<file path="config.mk">
export PLATFORM = sky130hd
export DESIGN_NAME = mmu_perm_guard
export DESIGN_NICKNAME = d
export VERILOG_FILES = /design/src/rtl/mpg_pkg.sv /design/src/rtl/mpg_ap_select.sv /design/src/rtl/mpg_decide.sv /design/src/rtl/mpg_status_regs.sv /design/src/rtl/mmu_perm_guard.sv
export SDC_FILE = /design/constraint.sdc
export NUM_CORES = 1
export LEC_CHECK = 0
export BUFFER_PORTS_ARGS = -buffer_cell sky130_fd_sc_hd__buf_2
export CAP_MARGIN = 20
export CORE_UTILIZATION = 25
export DETAILED_ROUTE_END_ITERATION = 10
export REMOVE_ABC_BUFFERS = 1
export SKIP_CTS_REPAIR_TIMING = 1
export SYNTH_ARGS = -nofsm -noshare
export SYNTH_HDL_FRONTEND = slang
export SYNTH_SLANG_ARGS = --single-unit
</file>
<file path="constraint.sdc">
create_clock -name clk -period 2.5 [get_ports clk]
set_input_delay 0 -clock clk [delete_from_list [all_inputs] [get_ports clk]]
set_output_delay 0 -clock clk [all_outputs]
set_load 0.05 [all_outputs]
</file>
<file path="src/rtl/mpg_pkg.sv">
package mpg_pkg;

   typedef enum logic [1:0] {
      FK_NONE   = 2'd0,
      FK_DOMAIN = 2'd1,
      FK_PERM   = 2'd2,
      FK_XLAT   = 2'd3
   } fault_kind_e;

   typedef enum logic [1:0] {
      DA_NOACC   = 2'd0,
      DA_CLIENT  = 2'd1,
      DA_RESV    = 2'd2,
      DA_MANAGER = 2'd3
   } dom_acc_e;

   localparam int unsigned CODE_W = 4;

   // status code for a fault kind and descriptor size
   function automatic logic [CODE_W-1:0] fault_code(input fault_kind_e kind, input logic is_page);
      logic [CODE_W-1:0] c;
      unique case (kind)
         FK_XLAT:   c = is_page ? 4'd7  : 4'd5;
         FK_DOMAIN: c = is_page ? 4'd11 : 4'd9;
         FK_PERM:   c = is_page ? 4'd15 : 4'd13;
         default:   c = 4'd0;
      endcase
      return c;
   endfunction

endpackage

</file>
<file path="src/rtl/mpg_ap_select.sv">
module mpg_ap_select #(
   parameter int unsigned ADDR_W   = 32,
   parameter int unsigned DESC_W   = 32,
   parameter int unsigned AP_W     = 2,
   parameter int unsigned SUBPAGES = 4,
   parameter int unsigned SEC_AP_LSB = 10,
   parameter int unsigned PG_AP_LSB  = 4,
   parameter int unsigned SUB_LSB    = 10
) (
   input  logic [ADDR_W-1:0] vaddr,
   input  logic [DESC_W-1:0] desc,
   input  logic              is_page,
   output logic [AP_W-1:0]   ap
);
   localparam int unsigned SEL_W = (SUBPAGES > 1) ? $clog2(SUBPAGES) : 1;

   logic [AP_W-1:0] sub_ap [SUBPAGES];
   logic [SEL_W-1:0] sub_idx;

   generate
      for (genvar n = 0; n < SUBPAGES; n++) begin : g_sub
         assign sub_ap[n] = desc[PG_AP_LSB + AP_W*n +: AP_W];
      end
   endgenerate

   assign sub_idx = vaddr[SUB_LSB +: SEL_W];

   always_comb begin
      if (is_page) ap = sub_ap[sub_idx];
      else         ap = desc[SEC_AP_LSB +: AP_W];
   end

endmodule

</file>
<file path="src/rtl/mpg_decide.sv">
module mpg_decide
   import mpg_pkg::*;
(
   input  logic [1:0]  dom_acc,
   input  logic [1:0]  ap,
   input  logic        ctl_sys,
   input  logic        ctl_rom,
   input  logic        user,
   input  logic        write,
   input  logic        unmapped,
   output fault_kind_e kind
);
   logic client_fault;

   // client domain: check the AP field against mode and direction
   always_comb begin
      unique case (ap)
         2'd0: begin
            unique case ({ctl_sys, ctl_rom})
               2'b00:   client_fault = 1'b1;
               2'b01:   client_fault = write;
               2'b10:   client_fault = user | write;
               default: client_fault = 1'b1;
            endcase
         end
         2'd1:    client_fault = user;
         2'd2:    client_fault = user & write;
         default: client_fault = 1'b0;
      endcase
   end

   always_comb begin
      if (unmapped) begin
         kind = FK_XLAT;
      end else begin
         unique case (dom_acc_e'(dom_acc))
            DA_CLIENT:  kind = client_fault ? FK_PERM : FK_NONE;
            DA_MANAGER: kind = FK_NONE;
            default:    kind = FK_DOMAIN;
         endcase
      end
   end

endmodule

</file>
<file path="src/rtl/mpg_status_regs.sv">
module mpg_status_regs
   import mpg_pkg::*;
#(
   parameter int unsigned ADDR_W = 32,
   parameter int unsigned STAT_W = 32
) (
   input  logic              clk,
   input  logic              rst_n,
   input  logic              evt_valid,
   input  logic              evt_fetch,
   input  fault_kind_e       evt_kind,
   input  logic [STAT_W-1:0] evt_status,
   input  logic [ADDR_W-1:0] evt_vaddr,
   input  logic              sw_wr,
   input  logic              sw_sel,
   input  logic [STAT_W-1:0] sw_wdata,
   output logic              abort_d,
   output logic              abort_p,
   output logic [1:0]        kind_q,
   output logic [STAT_W-1:0] dstat_q,
   output logic [STAT_W-1:0] pstat_q,
   output logic [ADDR_W-1:0] far_q
);
   logic is_fault, d_fault, p_fault;

   assign is_fault = evt_valid && (evt_kind != FK_NONE);
   assign d_fault  = is_fault && !evt_fetch;
   assign p_fault  = is_fault &&  evt_fetch;

   always_ff @(posedge clk or negedge rst_n) begin
      if (!rst_n) begin
         abort_d <= 1'b0;
         abort_p <= 1'b0;
         kind_q  <= FK_NONE;
      end else begin
         abort_d <= d_fault;
         abort_p <= p_fault;
         kind_q  <= evt_valid ? evt_kind : FK_NONE;
      end
   end

   // data side: a hardware fault wins over a software write
   always_ff @(posedge clk or negedge rst_n) begin
      if (!rst_n) begin
         dstat_q <= '0;
         far_q   <= '0;
      end else if (d_fault) begin
         dstat_q <= evt_status;
         far_q   <= evt_vaddr;
      end else if (sw_wr && !sw_sel) begin
         dstat_q <= sw_wdata;
      end
   end

   // fetch side: written only by software
   always_ff @(posedge clk or negedge rst_n) begin
      if (!rst_n)             pstat_q <= '0;
      else if (sw_wr && sw_sel) pstat_q <= sw_wdata;
   end

endmodule

</file>
<file path="src/rtl/mmu_perm_guard.sv">
module mmu_perm_guard
   import mpg_pkg::*;
#(
   parameter int unsigned ADDR_W   = 32,
   parameter int unsigned DESC_W   = 32,
   parameter int unsigned DOM_W    = 4,
   parameter int unsigned STAT_W   = 32,
   parameter int unsigned SUBPAGES = 4
) (
   input  logic              clk,
   input  logic              rst_n,
   input  logic              req_valid,
   input  logic              req_fetch,
   input  logic              req_write,
   input  logic              req_user,
   input  logic              req_page,
   input  logic              req_unmapped,
   input  logic [ADDR_W-1:0] req_vaddr,
   input  logic [DESC_W-1:0] req_desc,
   input  logic [DOM_W-1:0]  req_domain,
   input  logic [1:0]        dom_access,
   input  logic              ctl_sys,
   input  logic              ctl_rom,
   input  logic              sw_wr,
   input  logic              sw_sel,
   input  logic [STAT_W-1:0] sw_wdata,
   output logic [STAT_W-1:0] sw_rdata,
   output logic              abort_d,
   output logic              abort_p,
   output logic [1:0]        fault_kind,
   output logic [ADDR_W-1:0] fault_addr
);
   localparam int unsigned AP_W   = 2;
   localparam int unsigned PAD_W  = STAT_W - CODE_W - DOM_W;

   generate
      if (ADDR_W < 12)                       begin : g_bad_addr  $error("ADDR_W too small"); end
      if (DESC_W < 4 + AP_W*SUBPAGES)        begin : g_bad_desc  $error("DESC_W too small"); end
      if (STAT_W < CODE_W + DOM_W)           begin : g_bad_stat  $error("STAT_W too small"); end
      if (SUBPAGES != 4)                     begin : g_bad_sub   $error("SUBPAGES must be 4"); end
   endgenerate

   logic [AP_W-1:0]   ap;
   fault_kind_e       kind;
   logic [CODE_W-1:0] code;
   logic [DOM_W-1:0]  dom_field;
   logic [STAT_W-1:0] status;
   logic [STAT_W-1:0] dstat_q, pstat_q;

   mpg_ap_select #(
      .ADDR_W(ADDR_W), .DESC_W(DESC_W), .AP_W(AP_W), .SUBPAGES(SUBPAGES),
      .SEC_AP_LSB(10), .PG_AP_LSB(4), .SUB_LSB(10)
   ) i_ap (
      .vaddr(req_vaddr), .desc(req_desc), .is_page(req_page), .ap(ap)
   );

   mpg_decide i_dec (
      .dom_acc(dom_access), .ap(ap), .ctl_sys(ctl_sys), .ctl_rom(ctl_rom),
      .user(req_user), .write(req_write), .unmapped(req_unmapped), .kind(kind)
   );

   assign code      = fault_code(kind, req_page);
   assign dom_field = (kind == FK_XLAT && !req_page) ? '0 : req_domain;

   generate
      if (PAD_W > 0) begin : g_pad
         assign status = {{PAD_W{1'b0}}, dom_field, code};
      end else begin : g_nopad
         assign status = {dom_field, code};
      end
   endgenerate

   mpg_status_regs #(.ADDR_W(ADDR_W), .STAT_W(STAT_W)) i_regs (
      .clk(clk), .rst_n(rst_n),
      .evt_valid(req_valid), .evt_fetch(req_fetch), .evt_kind(kind),
      .evt_status(status), .evt_vaddr(req_vaddr),
      .sw_wr(sw_wr), .sw_sel(sw_sel), .sw_wdata(sw_wdata),
      .abort_d(abort_d), .abort_p(abort_p), .kind_q(fault_kind),
      .dstat_q(dstat_q), .pstat_q(pstat_q), .far_q(fault_addr)
   );

   assign sw_rdata = sw_sel ? pstat_q : dstat_q;

endmodule

</file>
# Word level (Yosys, flattened, before mapping)
# Cells that the tools add are included.
# Widths: inputs -> output; s select.
word_totals:
  input_bits: 114
  out_inout_bits: 68
  ff_bits: 100
  elab_cells: 49
op_classes:
  n_eq_ne: 9
  n_reduce_logical: 12
  n_mux: 18
  magnitude_cmp: 1
  n_bitwise: 3
op_table:
  columns: ["cell", "n"]
  rows:
  - ["$mux 32", 3]
  - ["$mux 2", 9]
  - ["$pmux 4 s3", 1]
  - ["$eq 2x2->1 const B", 5]
  - ["$eq 2x1->1 const B", 4]
  - ["$logic_and 1x1->1", 6]
  - ["$bmux 2 s2", 1]
  - ["$mux 4", 1]
  - ["$pmux 2 s2", 1]
  - ["$reduce_bool 2->1", 2]
  - ["$ge 3x3->1 const B", 1]
  - ["$logic_not 1->1", 3]
  - ["$not 2->3", 1]
  - ["$pmux 1 s3", 1]
  - ["$logic_not 2->1", 1]
  - ["$pmux 1 s2", 1]
  - ["$and 1x1->1", 1]
  - ["$or 1x1->1", 1]

# Longest topological paths before layout
# Gate-level depths: netlist of run 1.
logic_depth:
  ltp_word: 14
  depth_mapped: 14
  depth_no_buf: 12

# Cells and area by module
# A second synthesis of run 1 with hierarchy kept.
hier_totals:
  hier_cells: 328
  hier_area_um2: 5210.0
by_module_without_submodules:
  columns: ["module", "seq_area_each_um2", "area_each_um2", "cells_per_inst", "n_inst"]
  rows:
  - ["mpg_status_regs", 2502.4, 4355.4, 250, 1]
  - ["mmu_perm_guard", 0.0, 658.1, 52, 1]
  - ["mpg_decide", 0.0, 105.1, 14, 1]
  - ["mpg_ap_select", 0.0, 91.3, 12, 1]

# Worst setup path after synthesis of run 1
# Ideal clock, no wire load.
synth_timing:
  kind: "input to register"
  start: "input port req_vaddr[11]"
  end: "register i_regs.far_q[20]"
  path_buffers: 4
  stages: 13
  required_ps: 2382
  setup_time_ps: 118
  setup_slack_ps: 2
  t_arrival_ps: 2381
  cell_sequence: "buf_6 -> mux2_4 -> o22a_1 -> a221oi_2 -> a221oi_2 -> or2_1 -> ha_1 -> or3b_1 -> clkbuf_1 -> clkbuf_1 -> clkbuf_1 -> nand2_1 -> nand2_1"
synth_via:
  elab_chain_len: 13
  word_cells_on_any_way: 15
  cone_classes: "eq/ne: 2; mux: 8; bitwise: 1; reduce/logical: 4"
synth_rtl:
  columns: ["element", "line_no", "rtl"]
  rows:
  - ["start, declared", "mmu_perm_guard.sv:18", "input logic [ADDR_W-1:0] req_vaddr,"]
  - ["$not 2->3 (implied by the code) *", "mpg_ap_select.sv:29", "if (is_page) ap = sub_ap[sub_idx];"]
  - ["$bmux 2 s2 *", "mpg_ap_select.sv:29", null]
  - ["$mux 2 (implied by the code) * (2 in a row)", "mpg_ap_select.sv:29", null]
  - ["$mux 2 *", "mpg_ap_select.sv:29", null]
  - ["$eq 2x2->1 (tied with other cells)", "mpg_decide.sv:17", "unique case (ap)"]
  - ["$pmux 1 s3 *", "mpg_decide.sv:17", null]
  - ["$mux 2 *", "mpg_decide.sv:37", "DA_CLIENT: kind = client_fault ? FK_PERM : FK_NONE;"]
  - ["$pmux 2 s2 *", "mpg_decide.sv:36", "unique case (dom_acc_e'(dom_acc))"]
  - ["$mux 2 *", "mpg_decide.sv:33", "if (unmapped) begin"]
  - ["$reduce_bool 2->1 *", "mpg_status_regs.sv:26", "assign is_fault = evt_valid && (evt_kind != FK_NONE);"]
  - ["$logic_and 1x1->1 *", "mpg_status_regs.sv:26", null]
  - ["$logic_and 1x1->1 *", "mpg_status_regs.sv:27", "assign d_fault = is_fault && !evt_fetch;"]
  - ["end signal, assigned", "mpg_status_regs.sv:49", "far_q <= evt_vaddr;"]
  - ["end, declared", "mpg_status_regs.sv:22", "output logic [ADDR_W-1:0] far_q"]
# Mark *: on every way between the ends. The rest lies on a longest branch, timed or not. The select of a mux whose other input is x is not followed.
# A chain may end at the register's enable or synchronous reset.

# Worst setup path in the final report of run 1
layout_timing:
  start: "input port req_vaddr[11]"
  end: "register i_regs.dstat_q[6]"
layout_via:
  elab_chain_len: 14
  word_cells_on_any_way: 20
  cone_classes: "eq/ne: 3; mux: 10; bitwise: 1; reduce/logical: 6"
layout_rtl:
  columns: ["element", "line_no", "rtl"]
  rows:
  - ["$not 2->3 (implied by the code) *", "mpg_ap_select.sv:29", null]
  - ["$bmux 2 s2 *", "mpg_ap_select.sv:29", null]
  - ["$mux 2 (implied by the code) * (2 in a row)", "mpg_ap_select.sv:29", null]
  - ["$mux 2 *", "mpg_ap_select.sv:29", null]
  - ["$eq 2x2->1 (tied with other cells)", "mpg_decide.sv:17", null]
  - ["$pmux 1 s3 *", "mpg_decide.sv:17", null]
  - ["$mux 2 *", "mpg_decide.sv:37", null]
  - ["$pmux 2 s2 *", "mpg_decide.sv:36", null]
  - ["$mux 2 *", "mpg_decide.sv:33", null]
  - ["$eq 2x2->1 or $reduce_bool 2->1 (tied branches)", "mmu_perm_guard.sv:63, mpg_status_regs.sv:26", null]
  - ["$logic_and 1x1->1 (on tied branches)", "mmu_perm_guard.sv:63, mpg_status_regs.sv:26", null]
  - ["$mux 4 or $logic_and 1x1->1 (tied branches)", "mmu_perm_guard.sv:63, mpg_status_regs.sv:27", null]
  - ["$mux 32 or $reduce_bool 2->1 (tied branches)", null, null]
  - ["end signal, assigned", "mpg_status_regs.sv:48", "dstat_q <= evt_status;"]
  - ["end signal, assigned", "mpg_status_regs.sv:51", "dstat_q <= sw_wdata;"]
  - ["end, declared", "mpg_status_regs.sv:20", "output logic [STAT_W-1:0] dstat_q,"]
# Marks and branches as above.

==> out/qor.yml, run 1 <==
antenna_found_initial: 0
min_to: "i_regs.dstat_q[1]"
hold_depth: 3
yosys_warnings: 0
clk_pin_slew_ps: 60
wl_per_cell_um: 13.7
setup_viol: 0
grt_max_degree: 56
p_per_area_nw_per_um2: 734
ir_drop_v: 0.000342
min_period_ps: 2160
die_height_um: 136
utilization_pct: 38.1
nets: 777
cts_tree: "built"
clkPwrFrac_pct: 30.6
cts_made_buffers: 9
synth_cells: 433
r2r_start: "i_regs.pstat_q[25]"
synth-xor-area-share_pct: 0
dp_hpwl_um: 7800
p_sw_mw: 1.66
drive_gt1_share_pct: 38.9
fmax_mhz: 462
row_count: 48
slew_violations: 0
vias: 3827
nFillCells: 1705
final_antenna_net_count: 0
min_from: "req_page"
synthSimpleGateAreaFrac_pct: 16.5
routed_wirelength_um: 12100
worstMarginPinSlew_ps: 620
p_leak_nw: 3.31
intPower_mw: 3.20
numClockSinks: 100
critPathKind: "primary input to register"
rrSetupSlack_ps: 1740
ctsLongestPathBuffers: 2
cp-startpoint: "req_vaddr[11]"
r2r_cells: 1
ys_seq_area_share_pct: 55.9
grt_overflow_total: 0
multi_input_area_um2: 1850
setup-tns-final_ps: 0
relSlewSlack_pct: 58.7
p_seq_share_pct: 39.9
crit_fanout: 4
synth_top_family_by_area: "multiplexers"
pin_count: 182
fp.dieW_um: 136
clk_latency_ps: 340
root_buffer: "clkbuf_16"
finalNonFillerCells: 888
dp_slack_ps: -30.1
setup_ws_ps: 336
area_growth_pct: 47.9
synthAdderAreaFrac_pct: 1.40
first_iter_violations: 143
start_kind: "primary input"
hold_class: "primary input to register"
die-area_um2: 18400
status: "completed"
cp.arrival_ps: 2420
synth_seq_cells: 100
worstPathRequired_ps: 2750
viasPerCell: 4.31
place_congestion: 0.726
start_util_pct: 25.8
comb_power_share_pct: 29.5
grt_pass1_vias: 3434
htreeDepth: 3
rsz0062_at_grt: "false"
synth-compound-area-share_pct: 5.73
num_antenna_cells: 0
synth_mux_area_share_pct: 17.6
grt_pass1_wl_um: 17400
ys_types: 33
finClkSkew_ps: 0
seq_area_um2: 2500
power.total_mw: 4.85
grt.total_usage_pct: 12.4
sw_frac_of_total_pct: 34.2
first_pass_iters: 4
r2r_end: "i_regs.pstat_q[25]"
syn_area_per_cell_um2: 10.3
drc: 0
synth_area_um2: 4470
coreArea_um2: 17400
numPortBuffers: 157
finalHoldViolCount: 0
critPathCaptureType: "register"
finalCritPeriodShare_pct: 86.5
dp_cells: 802
drv.max_cap_violation_count: 0
## worst max path at each step
| stage | endpoint | slack [ps] | cells past startpoint |
|---|---|---|---|
| after global routing | i_regs.dstat_q[6] | 170 | 13 |
| after global placement | i_regs.dstat_q[5] | 20 | 13 |
| after floorplan | i_regs.dstat_q[4] | -490 | 9 |
| after detailed placement | i_regs.dstat_q[6] | -30 | 13 |
| final | i_regs.dstat_q[6] | 340 | 13 |
| after CTS | i_regs.dstat_q[6] | 340 | 13 |
## cells in the final DEF, fill, tap and decap left out, drive strengths merged, types with 6 or more instances in the layout
cell / n
dlygate4sd3: 70
a21oi: 28
clkbuf: 13
buf: 170
nand2: 160
o21ai: 8
dfrtp: 100
inv: 6
mux2: 65
## worst max-delay path, stage by stage
cell and delay (ps):
buf_2 120, mux2_4 290, o22a_1 200, a221oi_2 290
a221oi_2 100, or2_1 240, ha_1 190, or3b_1 440
buf_4 170, a21oi_1 110, buf_4 140, nand2_1 50
o21ai_0 70
## kinds of logic after synthesis
| family | after synthesis |
|---|---|
| AOI/OAI and AO/OA | 44 |
| adders and majority gates | 5 |
| buffers and inverters | 32 |
| DFF | 100 |
| muxes | 70 |
| and+or+nand+nor | 182 |
## routing by layer
metal / up-vias / track usage [%] / wire (um)
li1: 1874 / - / -
met1: 1851 / 15.6 / 5340
met2: 88 / 20.0 / 6120
met3: 14 / 2.81 / 456
met4: 0 / 5.74 / 225
met5: - / 0 / 0
## cells in the mapped netlist
library cell,number,share of area [%]
nand2_1,160,13
dfrtp_1,100,56
mux2_2,64,16
a21oi_1,28,3.1
clkbuf_1,21,1.8
o21ai_0,7,0.78
ha_1,5,1.4
inv_1,5,0.42
mux2i_1,5,1.1
nand2b_1,4,0.56
nor2_1,4,0.34
buf_1,3,0.25
nor2b_1,3,0.42
a221oi_2,2,0.67
a31oi_1,2,0.28
nor3b_1,2,0.34
or3b_1,2,0.39
a2111o_1,1,0.25
a211oi_1,1,0.17
and2_1,1,0.14
and2_2,1,0.17
and3_1,1,0.14
and3b_1,1,0.20
buf_2,1,0.11
buf_6,1,0.25
inv_2,1,0.084
mux2_4,1,0.34
nand3_1,1,0.11
nor3_1,1,0.11
o21ai_1,1,0.11
o22a_1,1,0.20
o22ai_1,1,0.14
or2_1,1,0.14
## sequential cells by signal, summed over array words and instances, names as in the netlist
| name | count |
|---|---|
| i_regs.kind_q | 2 |
| i_regs.abort_d | 1 |
| i_regs.far_q | 32 |
| i_regs.pstat_q | 32 |
| i_regs.dstat_q | 32 |
| i_regs.abort_p | 1 |
## power groups by stage
stage / Sequential, mW / Combinational (mW) / Clock [mW]
floorplan: 2.25 / 0.662 / 0
global placement: 1.96 / 1.35 / 0
detailed placement: 1.97 / 1.36 / 0
CTS: 1.94 / 1.36 / 1.54
global route: 1.97 / 1.53 / 1.61
finish: 1.94 / 1.43 / 1.48
## metrics by stage
| stage | cell area [um^2] | hold slack, ps |
|---|---|---|
| finish | 6620 | 4.34 |
| global route | 6620 | 34.3 |
| floorplan | 4370 | -296 |
| detailed placement | 5590 | 54.8 |
| CTS | 5910 | -327 |
| global placement | 5590 | 58.0 |
## final cells by class
| type | count | area share [%] |
|---|---|---|
| Tap cell | 225 | 4.26 |
| Multi-Input combinational cell | 301 | 28.0 |
| Clock inverter | 3 | 0.643 |
| Clock buffer | 13 | 4.24 |
| Sequential cell | 100 | 37.8 |
| Timing Repair Buffer | 240 | 24.7 |
| Inverter | 6 | 0.340 |
Note: power is estimated with default switching activity, not from simulation.
==> run 2: changes to the inputs <==
CORE_MARGIN = 2   (was not set)
HOLD_SLACK_MARGIN = 0.03   (was not set)
==> out/qor.yml, run 2 (synthesized netlist as in run 1, its figures left out) <==
status: "completed"
grt_overflow_total: 0
use_met2_pct: 19.9
wl_per_cell_um: 14.0
ctsLongestPathBuffers: 2
fmax_mhz: 456
cp-startpoint: "req_vaddr[11]"
relSlewSlack_pct: 59.0
place_congestion: 0.719
critPathCaptureType: "register"
p_per_area_nw_per_um2: 719
clk_latency_ps: 350
dp_hpwl_um: 7940
crit_end: "i_regs.far_q[22]"
largestRegisters: "i_regs.dstat_q: 32 flops, i_regs.far_q: 32 flops, i_regs.pstat_q: 32 flops"
p_leak_nw: 3.30
finalCritPeriodShare_pct: 87.7
rsz0062_at_grt: "false"
worstMarginPinSlew_ps: 614
met1_usage_pct: 16.0
drive_gt1_share_pct: 38.9
drv.max_cap_violation_count: 0
slew_violations: 0
grt_pass1_wl_um: 18200
utilization_pct: 37.8
nets: 778
nFillCells: 1717
grt_pass1_vias: 3469
routed_wirelength_um: 12400
worstPathRequired_ps: 2790
antenna_found_initial: 0
die_height_um: 138
fp.dieW_um: 138
busiest_layer: "met2"
finalHoldViolCount: 0
coreArea_um2: 17400
row_count: 48
start_kind: "primary input"
grt_max_degree: 57
viasPerCell: 4.30
critPathKind: "primary input to register"
r2r_start: "i_regs.dstat_q[1]"
final_common_cell: "nand2_1"
final_antenna_net_count: 0
cts_made_buffers: 9
first_pass_iters: 6
grt.met3_usage_pct: 3.90
design_area_um2: 6590
min_period_ps: 2190
pin_count: 182
grt.total_usage_pct: 12.5
drc: 0
num_antenna_cells: 0
r2r_end: "i_regs.dstat_q[1]"
crit_fanout: 44
die-area_um2: 19000
setup-tns-final_ps: 0
final_cell_mix: "nand2_1, buf_2, dfrtp_1"
cp.arrival_ps: 2480
hold_class: "primary input to register"
numPortBuffers: 157
htreeDepth: 3
first_iter_violations: 118
setup_viol: 0
r2r_cells: 3
numClockSinks: 100
root_buffer: "clkbuf_16"
clk_pin_slew_ps: 70
cts_tree: "built"
start_util_pct: 25.7
finClkSkew_ps: 0
vias: 3821
rrSetupSlack_ps: 1740
area_growth_pct: 47.3
ir_drop_v: 0.000381
dpl_cell_area_um2: 5590
run 2: cell types whose count changed in the layout (fill, tap and decap cells not counted), sizes merged:
cell | before | now
clkbuf | 13 | 11
bufinv | 1 | 0
clkinv | 1 | 3
dlygate4sd3 | 70 | 71
inv | 6 | 7
run 2: layer usage:
layer / part of all wire, % / up-vias
li1: - / 1874
met1: 44 / 1809
met2: 48 / 122
met3: 6.0 / 16
met4: 1.8 / 0
met5: 0 / -
run 2: worst min path at each step:
stage	start	depth (start not counted)	to
global route	req_vaddr[11]	4	i_regs.far_q[11]
global placement	rst_n	1	i_regs.pstat_q[16]
detailed placement	rst_n	1	i_regs.pstat_q[16]
CTS	rst_n	1	i_regs.pstat_q[16]
finish	req_vaddr[11]	4	i_regs.far_q[11]
floorplan	rst_n	0	i_regs.abort_d
run 2: layout make-up:
type / instances / area [um^2] / share of cell area [%]
well taps: 225 / 282 / 4.27
inverters: 6 / 22.5 / 0.342
flip-flops and latches: 100 / 2500 / 38.0
clock inverters: 5 / 35.0 / 0.532
repair buffers: 241 / 1650 / 25.0
clock buffers: 11 / 253 / 3.84
multi-input cells: 301 / 1850 / 28.1
run 2: per-stage QoR:
stage	worst slack, ps	hold slack, ps	instances	power (mW)
floorplan	-490	-296	407	2.91
global route	143	44.8	889	5.00
detailed placement	-38.5	64.0	802	3.32
CTS	335	-317	818	4.72
global placement	-21.8	55.6	802	3.31
finish	308	42.1	889	4.74
run 2: worst max-delay path, stage by stage:
cell and delay [ps]:
buf_2 130, mux2_4 300, o22a_1 210, a221oi_2 290, a221oi_2 90, or2_1 230, ha_1 180, or3b_1 480
inv_2 140, buf_12 220, nand2_1 100, nand2_1 70
run 2: report_power, final:
group | total, mW | internal, mW | switching [mW] | leakage [nW]
Combinational | 1.43 | 0.478 | 0.957 | 1.92
Sequential | 1.94 | 1.83 | 0.106 | 1.23
Clock | 1.36 | 0.732 | 0.631 | 0.142
==> run 3: changes to the inputs <==
PLACE_DENSITY = 0.55   (was not set)
==> out/qor.yml, run 3 (synthesized netlist as in run 1, its figures left out) <==
numPortBuffers: 157
r2r_start: "i_regs.pstat_q[22]"
start_util_pct: 25.7
final_cell_mix: "nand2_1, buf_2, dfrtp_1"
path_cells: "buf_2 > buf_4 > mux2i_1 > o21ai_1 > a211oi_1 > a221oi_2 > or2_1 > ha_1 > or3b_1 > buf_4 > a21oi_1 > buf_4 > nand2_1 > o21ai_0"
dp_cells: 802
crit_fanout: 6
worstPathRequired_ps: 2750
seq_area_um2: 2500
routed_wirelength_um: 12700
cp.arrival_ps: 2400
die-area_um2: 19000
ctsLongestPathBuffers: 2
coreArea_um2: 17400
antenna_found_initial: 0
final_antenna_net_count: 0
finClkSkew_ps: 0
htreeDepth: 3
first_iter_violations: 137
cp_slowest_cell: "or3b_1"
grt_pass1_wl_um: 19000
largestRegisters: "i_regs.dstat_q: 32 flops, i_regs.far_q: 32 flops, i_regs.pstat_q: 32 flops"
pin_count: 182
drc: 0
finalCritPeriodShare_pct: 86.1
ir_drop_v: 0.000392
num_antenna_cells: 0
fp.dieW_um: 138
grt_max_degree: 74
drv.max_cap_violation_count: 0
clk_pin_slew_ps: 60
multi_input_area_um2: 1850
nets: 777
status: "completed"
relSlewSlack_pct: 36.0
area_growth_pct: 47.7
viasPerCell: 4.36
wl_per_cell_um: 14.3
setup_viol: 0
clk_latency_ps: 330
setup_ws_ps: 348
rrSetupSlack_ps: 1720
nFillCells: 1731
grt_pass1_vias: 3843
die_height_um: 138
min_to: "i_regs.dstat_q[1]"
slowest_delay_ps: 430
fin_hold_ws_ps: 8.63
grt_overflow_total: 0
cpLargestDelayFamily: "simple AND/OR/NAND/NOR gates"
numClockSinks: 100
hold_depth: 3
vias: 3865
hold_class: "primary input to register"
start_kind: "primary input"
min_period_ps: 2150
root_buffer: "clkbuf_16"
p_leak_nw: 3.31
fmax_mhz: 465
rsz0062_at_grt: "false"
dp_hpwl_um: 8430
min_from: "req_page"
p_per_area_nw_per_um2: 751
critPathBufInv: 4
r2r_cells: 1
cts_tree: "built"
power.total_mw: 4.96
critPathKind: "primary input to register"
r2r_end: "i_regs.pstat_q[22]"
grt.total_usage_pct: 12.9
place_congestion: 0.725
final_common_cell: "nand2_1"
drive_gt1_share_pct: 38.8
finalHoldViolCount: 0
cts_made_buffers: 9
dp_slack_ps: -7.14
critPathCaptureType: "register"
cp_common_cell: "buf_4"
finalNonFillerCells: 887
first_pass_iters: 4
worstMarginPinSlew_ps: 961
slew_violations: 0
row_count: 48
run 3: cell types whose count changed in the layout (fill, tap and decap cells not counted), sizes merged:
cell / before / now
bufinv: 0 / 3
clkbuf: 11 / 10
clkinv: 3 / 2
clkinvlp: 1 / 0
dlygate4sd3: 71 / 70
inv: 7 / 6
run 3: layout make-up:
| cell class | instances | area share, % |
|---|---|---|
| Clock inverter | 5 | 1.52 |
| Sequential cell | 100 | 37.9 |
| Clock buffer | 10 | 3.62 |
| Multi-Input combinational cell | 301 | 28.0 |
| Tap cell | 225 | 4.26 |
| Timing Repair Buffer | 240 | 24.4 |
| Inverter | 6 | 0.341 |
run 3: through the flow:
| stage | cell area, um^2 | setup TNS [ps] | util (%) |
|---|---|---|---|
| floorplan | 4370 | -24940 | - |
| global placement | 5570 | 0 | 32.0 |
| detailed placement | 5570 | -9.73 | 32.0 |
| CTS | 5910 | 0 | 33.9 |
| global route | 6610 | 0 | 37.9 |
| finish | 6610 | 0 | 37.9 |
run 3: worst max-delay path by stage:
| stage | to | depth (start not counted) | startpoint |
|---|---|---|---|
| 3_3_place_gp | i_regs.dstat_q[7] | 13 | req_vaddr[11] |
| 2_1_floorplan | i_regs.dstat_q[4] | 9 | req_vaddr[11] |
| 4_1_cts | i_regs.dstat_q[6] | 13 | req_vaddr[11] |
| 3_5_place_dp | i_regs.dstat_q[6] | 13 | req_vaddr[11] |
| 5_1_grt | i_regs.dstat_q[6] | 14 | req_vaddr[11] |
| 6_report | i_regs.dstat_q[6] | 14 | req_vaddr[11] |
run 3: metal layers:
metal | up-vias | global-route usage [%] | wire length (um)
met2 | 90 | 23.3 | 6600
li1 | 1865 | - | -
met3 | 11 | 3.31 | 513
met5 | - | 0 | 0
met1 | 1899 | 15.1 | 5410
met4 | 0 | 3.91 | 153
run 3: report_power, final:
| part | internal [mW] | total (mW) | switching, mW |
|---|---|---|---|
| logic | 0.472 | 1.43 | 0.963 |
| clock network | 0.997 | 1.58 | 0.587 |
| registers | 1.84 | 1.95 | 0.109 |
